<file path="src/rtl/pwm_ramp_pkg.sv">
`timescale 1ns/1ps
package pwm_ramp_pkg;
  localparam int PWM_W = 16;

  typedef enum logic {
    RAMP_SAW = 1'b0,
    RAMP_TRI = 1'b1
  } ramp_mode_e;
endpackage

</file>
<file path="src/rtl/pwm_tick_div.sv">
`timescale 1ns/1ps
module pwm_tick_div #(
  parameter int DW = 16
) (
  input  logic          clk,
  input  logic          rst_n,
  input  logic          en_i,
  input  logic [DW-1:0] div_i,
  output logic          tick_o
);
  localparam int CW = DW + 1;

  // linear ratio, zero widened to 2**DW
  function automatic logic [CW-1:0] span(input logic [DW-1:0] d);
    span = (d == '0) ? (CW'(1) << DW) : CW'(d);
  endfunction

  logic [CW-1:0] cnt_q;
  logic          last_w;

  assign last_w = (cnt_q >= span(div_i) - CW'(1));
  assign tick_o = en_i & last_w;

  always_ff @(posedge clk or negedge rst_n) begin
    if (!rst_n)               cnt_q <= '0;
    else if (!en_i || last_w) cnt_q <= '0;
    else                      cnt_q <= cnt_q + CW'(1);
  end

  // a step always restarts the count
  a_r2_restart: assert property (@(posedge clk) disable iff (!rst_n)
    tick_o |=> (cnt_q == '0));
  // disabled divider sits at zero
  a_r10_div_idle: assert property (@(posedge clk) disable iff (!rst_n)
    !en_i |=> (cnt_q == '0));
endmodule

</file>
<file path="src/rtl/pwm_frame_seq.sv">
`timescale 1ns/1ps
module pwm_frame_seq
  import pwm_ramp_pkg::*;
#(
  parameter int FW = 16
) (
  input  logic          clk,
  input  logic          rst_n,
  input  logic          en_i,
  input  logic          tick_i,
  input  ramp_mode_e    mode_i,
  input  logic [FW-1:0] frame_i,
  input  logic [FW-1:0] sample_i,
  input  logic          wr_i,
  output logic          run_o,
  output logic [FW:0]   pos_o,
  output logic [FW-1:0] smp_o,
  output logic          start_o
);
  localparam int PW = FW + 1;

  function automatic logic [PW-1:0] widen(input logic [FW-1:0] v);
    widen = (v == '0) ? (PW'(1) << FW) : PW'(v);
  endfunction

  logic [FW-1:0] stg_smp_q, stg_frm_q;
  logic [FW-1:0] act_smp_q;
  logic [PW-1:0] act_frm_q, pos_q;
  ramp_mode_e    act_mode_q;
  logic          dir_up_q, run_q, start_q;
  logic          frame_end_w, reload_w;

  assign frame_end_w = (act_mode_q == RAMP_SAW) ? (pos_q == PW'(1))
                                                 : (dir_up_q && (pos_q == act_frm_q));
  assign reload_w    = tick_i && (!run_q || frame_end_w);

  always_ff @(posedge clk or negedge rst_n) begin
    if (!rst_n) begin
      stg_smp_q <= '0;
      stg_frm_q <= '0;
    end else if (wr_i) begin
      stg_smp_q <= sample_i;
      stg_frm_q <= frame_i;
    end
  end

  always_ff @(posedge clk or negedge rst_n) begin
    if (!rst_n) begin
      act_smp_q  <= '0;
      act_frm_q  <= '0;
      act_mode_q <= RAMP_SAW;
      pos_q      <= '0;
      dir_up_q   <= 1'b0;
      run_q      <= 1'b0;
      start_q    <= 1'b0;
    end else if (!en_i) begin
      pos_q    <= '0;
      dir_up_q <= 1'b0;
      run_q    <= 1'b0;
      start_q  <= 1'b0;
    end else begin
      start_q <= reload_w;
      if (reload_w) begin
        act_smp_q  <= stg_smp_q;
        act_frm_q  <= widen(stg_frm_q);
        act_mode_q <= mode_i;
        pos_q      <= widen(stg_frm_q);
        dir_up_q   <= 1'b0;
        run_q      <= 1'b1;
      end else if (tick_i) begin
        if (act_mode_q == RAMP_SAW)  pos_q <= pos_q - PW'(1);
        else if (!dir_up_q) begin
          if (pos_q == PW'(1)) dir_up_q <= 1'b1;
          else                 pos_q    <= pos_q - PW'(1);
        end else               pos_q    <= pos_q + PW'(1);
      end
    end
  end

  assign run_o   = run_q;
  assign pos_o   = pos_q;
  assign smp_o   = act_smp_q;
  assign start_o = start_q;

  // a frame start shows the full frame size, heading down
  a_r8_start_top: assert property (@(posedge clk) disable iff (!rst_n)
    start_q |-> (pos_q == act_frm_q) && !dir_up_q);
  // position stays inside 1..frame size
  a_r3_pos_range: assert property (@(posedge clk) disable iff (!rst_n)
    run_q |-> (pos_q != '0) && (pos_q <= act_frm_q));
  // no step, no movement
  a_r2_step_only: assert property (@(posedge clk) disable iff (!rst_n)
    (en_i && !tick_i) |=> $stable(pos_q));
  // active sample only changes at a reload
  a_r7_hold: assert property (@(posedge clk) disable iff (!rst_n)
    (en_i && run_q && !reload_w) |=> $stable(act_smp_q) && $stable(act_frm_q));
endmodule

</file>
<file path="src/rtl/pwm_cmp_out.sv">
`timescale 1ns/1ps
module pwm_cmp_out #(
  parameter int FW = 16
) (
  input  logic          run_i,
  input  logic [FW:0]   pos_i,
  input  logic [FW-1:0] smp_i,
  output logic          pwm_o
);
  function automatic logic at_or_above(input logic [FW-1:0] s, input logic [FW:0] p);
    at_or_above = ({1'b0, s} >= p);
  endfunction

  assign pwm_o = run_i & at_or_above(smp_i, pos_i);
endmodule

</file>
<file path="src/rtl/pwm_ramp_gen.sv">
`timescale 1ns/1ps
module pwm_ramp_gen
  import pwm_ramp_pkg::*;
#(
  parameter int W = PWM_W
) (
  input  logic         clk,
  input  logic         rst_n,
  input  logic         en,
  input  logic         mode_sel,
  input  logic [W-1:0] prescale,
  input  logic [W-1:0] frame_size,
  input  logic [W-1:0] sample,
  input  logic         sample_wr,
  output logic         pwm_out,
  output logic         frame_start
);
  logic         tick_w, run_w;
  logic [W:0]   pos_w;
  logic [W-1:0] smp_w;
  ramp_mode_e   mode_w;

  assign mode_w = ramp_mode_e'(mode_sel);

  pwm_tick_div #(.DW(W)) u_div (
    .clk(clk), .rst_n(rst_n), .en_i(en), .div_i(prescale), .tick_o(tick_w)
  );

  pwm_frame_seq #(.FW(W)) u_seq (
    .clk(clk), .rst_n(rst_n), .en_i(en), .tick_i(tick_w), .mode_i(mode_w),
    .frame_i(frame_size), .sample_i(sample), .wr_i(sample_wr),
    .run_o(run_w), .pos_o(pos_w), .smp_o(smp_w), .start_o(frame_start)
  );

  pwm_cmp_out #(.FW(W)) u_cmp (
    .run_i(run_w), .pos_i(pos_w), .smp_i(smp_w), .pwm_o(pwm_out)
  );

  // zero sample never drives high
  a_r6_zero_low: assert property (@(posedge clk) disable iff (!rst_n)
    (run_w && smp_w == '0) |-> !pwm_out);
  // sample at frame size is high at the frame's top position
  a_r6_full_high: assert property (@(posedge clk) disable iff (!rst_n)
    (frame_start && {1'b0, smp_w} == pos_w) |-> pwm_out);
  // disabled block is silent on the next cycle
  a_r10_idle_low: assert property (@(posedge clk) disable iff (!rst_n)
    !en |=> !pwm_out && !frame_start);
endmodule

</file>
<file path="config.mk">
export PLATFORM = sky130hd
export DESIGN_NAME = pwm_ramp_gen
export DESIGN_NICKNAME = d
export VERILOG_FILES = /design/src/rtl/pwm_ramp_pkg.sv /design/src/rtl/pwm_tick_div.sv /design/src/rtl/pwm_frame_seq.sv /design/src/rtl/pwm_cmp_out.sv /design/src/rtl/pwm_ramp_gen.sv
export SDC_FILE = /design/constraint.sdc
export NUM_CORES = 1
export LEC_CHECK = 0
export BUFFER_PORTS_ARGS = -buffer_cell sky130_fd_sc_hd__buf_2
export CORE_ASPECT_RATIO = 0.75
export CORE_MARGIN = 4
export CORE_UTILIZATION = 35
export CTS_CLUSTER_DIAMETER = 150
export DETAILED_ROUTE_END_ITERATION = 8
export GPL_ROUTABILITY_DRIVEN = 0
export PLACE_DENSITY = 0.58
export SETUP_SLACK_MARGIN = 0.02
export SYNTH_ARGS = -nofsm -noshare
export SYNTH_HDL_FRONTEND = slang
export SYNTH_SLANG_ARGS = --single-unit
</file>
<file path="constraint.sdc">
create_clock -name clk -period 3.8 [get_ports clk]
set_input_delay 0.76 -clock clk [delete_from_list [all_inputs] [get_ports clk]]
set_output_delay 0.76 -clock clk [all_outputs]
set_load 0.05 [all_outputs]
</file>
==> metrics <==
status=finished with violations; failing checks=negative setup slack; clock skew=7.87 ps; Netlist cell types=50; first-pass GRT wire length=26.7 mm; Area growth, synth to finish=24.9%; fin. max-slew vios=0; largest net degree at the start of global routing=64; Worst Path Max Fanout=8; initial antenna violation count=0; DR WL/cell=17.4 um; die height=124 um; FP Rows=42; Die Width=162 um; Ys Warns=0; vias in the first global route=4964; Rel. slew slack=43.2%; # setup viols final=42; post-route clock period utilization=102%; Multi-input gate area=3570 um2; IO buf count=54; sequential share of the synthesized area=41.2%; clk sinks=103; post-route ant nets=0; layout cell share with drive strength beyond 1=30.7%; post-synthesis cell area=6260 um2; peak supply drop=0.208 mV; full die area=20100 um2; drt pass-1 iters=4; Tmin final=3890 ps; Mapped Cells=621; Post-synth EDFFs=0; worst slew pin tran=853 ps; CTS Buffer Depth=2; GR Overflow Total=0; Fill cells=1698; Critical Path Sink Type=register; core area=17600 um2; P_leak=3.60 nW; unrepaired setup endpoints after global routing=yes; Main synth FF type=dfrtp_1; n_diodes=0; root buf cell=clkbuf_16; Synth Register Bits=103; GRT Overall Usage=16.6%; DR vias/cell=5.36; MaxCap Viol Count=0; Initial Utilization=35.6%; Final TNS setup=-2460 ps; # nets final=803; worst hold path type=in2async; kind of critical path=in2reg; total area of sequential cells=2580 um2; drt first-iter violations=357; Net Count, Synth=712; Async S/R FF share, synth=100%; H-tree depth=3; total vias in the final route=5138; Worst-Skew Late Latency=350 ps; IO Pins=55; Tot Pwr=2.50 mW; Worst EP arrival=4130 ps; Worst EP required=4040 ps; CTS tree=done; hpwl dp=12.0 mm; Routed Wire Length=16.7 mm; CTS Buf Count=9; Final Hold Vio Count=0; DRC=0; clock transition at the registers of the reported paths=70 ps; Mean Syn Cell Area=10.1 um2; crit path launch type=input port; fmax=257 MHz; Cell Pwr Density=319 nW/um2; Final WS setup=-90.7 ps
==> Yosys cell counts, types with 2 or more instances <==
cell      instances  share of area, %
dfrtp_1         103                41
nor2_1           39               2.3
ha_1             38               7.6
inv_1            38               2.3
nand2_1          38               2.3
mux2_4           29               7.0
mux2_2           28               5.0
nand3_1          26               2.1
clkbuf_1         25               1.5
o21ai_0          25               2.0
xor2_1           24               3.4
xnor2_1          22               3.1
a31oi_1          21               2.1
a21oi_1          19               1.5
nor4_1           18               1.8
nor3_1           17               1.4
and3_1           11               1.1
or4_1            11               1.3
a22oi_1          10               1.2
a21o_1            8              0.96
nand4_1           8              0.80
o32ai_1           7              0.98
mux2i_1           6              0.96
buf_6             5              0.90
or3_1             5              0.50
nand2b_1          4              0.40
buf_1             3              0.18
nand4b_1          3              0.42
or2_2             3              0.30
a211oi_1          2              0.24
a221oi_1          2              0.28
and4_1            2              0.28
buf_2             2              0.16
nor3b_1           2              0.24
o211ai_1          2              0.24
==> critical path: stages <==
cell and delay [ps]:
buf_12 110, inv_12 40, ha_4 110, nor3b_4 200
and4b_2 290, a21oi_4 70, nor3b_4 270, nand4b_1 150
xor2_1 160, ha_1 290, buf_4 140, buf_6 110
a21oi_2 120, nand2_1 70, a221oi_2 250, and3_4 270
nor3_4 50, buf_6 180, clkbuf_16 170, mux2_4 290
==> sequential cells by signal (all words and copies together) (netlist names) <==
signal and flops:
u_div.cnt_q 17, u_seq.act_frm_q 17, u_seq.act_mode_q 1, u_seq.dir_up_q 1, u_seq.pos_o 17, u_seq.run_o 1, u_seq.smp_o 16, u_seq.start_o 1
u_seq.stg_frm_q 16, u_seq.stg_smp_q 16
==> layout make-up <==
cell class | count | area share (%)
Multi-Input combinational cell | 445 | 45.6
Clock inverter | 4 | 0.704
Timing Repair Buffer | 115 | 11.7
Sequential cell | 103 | 32.9
Tap cell | 242 | 3.87
Inverter | 38 | 2.05
Clock buffer | 12 | 3.15
==> placed cells by master, fill, tap and decap left out, types with 25 or more instances in the layout <==
cell / count
buf_2: 52
buf_4: 42
dfrtp_1: 103
ha_1: 36
inv_1: 36
mux2_2: 26
mux2_4: 31
nand2_1: 35
nand3_1: 25
nor2_1: 38
o21ai_0: 25
==> per-layer routing <==
metal / global-route usage, % / share of wire, % / wire (um) / up-vias
li1: - / - / - / 2420
met5: 0 / 0 / 0 / -
met4: 3.17 / 0.82 / 136 / 0
met2: 23.5 / 42 / 6930 / 160
met3: 3.61 / 5.8 / 959 / 14
met1: 26.1 / 52 / 8640 / 2544
==> timing repair <==
| action | in CTS | in global routing |
|---|---|---|
| cloned | 1 | 4 |
| endpoints found under the setup margin | 68 | 69 |
| resized for setup | 27 | 25 |
| hold buffers | 0 | 0 |
| setup buffers | 11 | 5 |
| pin swaps | 20 | 8 |
==> cells by family (layout without fill, tap and decap cells) <==
kind of cell / after synthesis / after routing / synth area share, %
AOI/OAI and AO/OA: 105 / 105 / 10.8
xor gates and xnor gates: 46 / 46 / 6.43
adders and majority gates: 38 / 38 / 7.59
buffers and inverters: 73 / 169 / 5.01
DFF: 103 / 103 / 41.2
muxes: 63 / 63 / 12.9
other: 1 / 1 / 0.0599
and+or+nand+nor: 192 / 192 / 16.0
==> worst paths after layout <==
path / start / endpoint / slack [ps] / depth (start not counted)
worst max register to register: u_seq.pos_o[8] / u_seq.smp_o[6] / 680 / 8
max in group asynchronous: rst_n / u_seq.stg_frm_q[3] / 2680 / 2
worst max-delay path: prescale[1] / u_seq.smp_o[6] / -90 / 20
worst min-delay path: rst_n / u_seq.stg_smp_q[8] / 380 / 1
worst min register to register: u_seq.stg_smp_q[10] / u_seq.smp_o[10] / 510 / 1
min in group clk: u_seq.stg_smp_q[10] / u_seq.smp_o[10] / 510 / 1
==> stage by stage <==
step	hold slack [ps]	utilization, %	worst slack (ps)	instance area (um2)	std cells
after floorplan	444	-	-288	6350	621
after global placement	480	40.2	-420	7080	923
after detailed placement	490	40.2	-620	7080	923
after CTS	393	43.2	-21.3	7600	951
after global routing	419	44.4	-257	7820	959
final	383	44.4	-90.7	7820	959
==> power by group <==
| part | switching, mW | internal [mW] |
|---|---|---|
| registers | 0.0617 | 1.16 |
| logic | 0.146 | 0.177 |
| clock network | 0.417 | 0.532 |
| total | 0.625 | 1.87 |
Power figures use the tool's default switching activity.
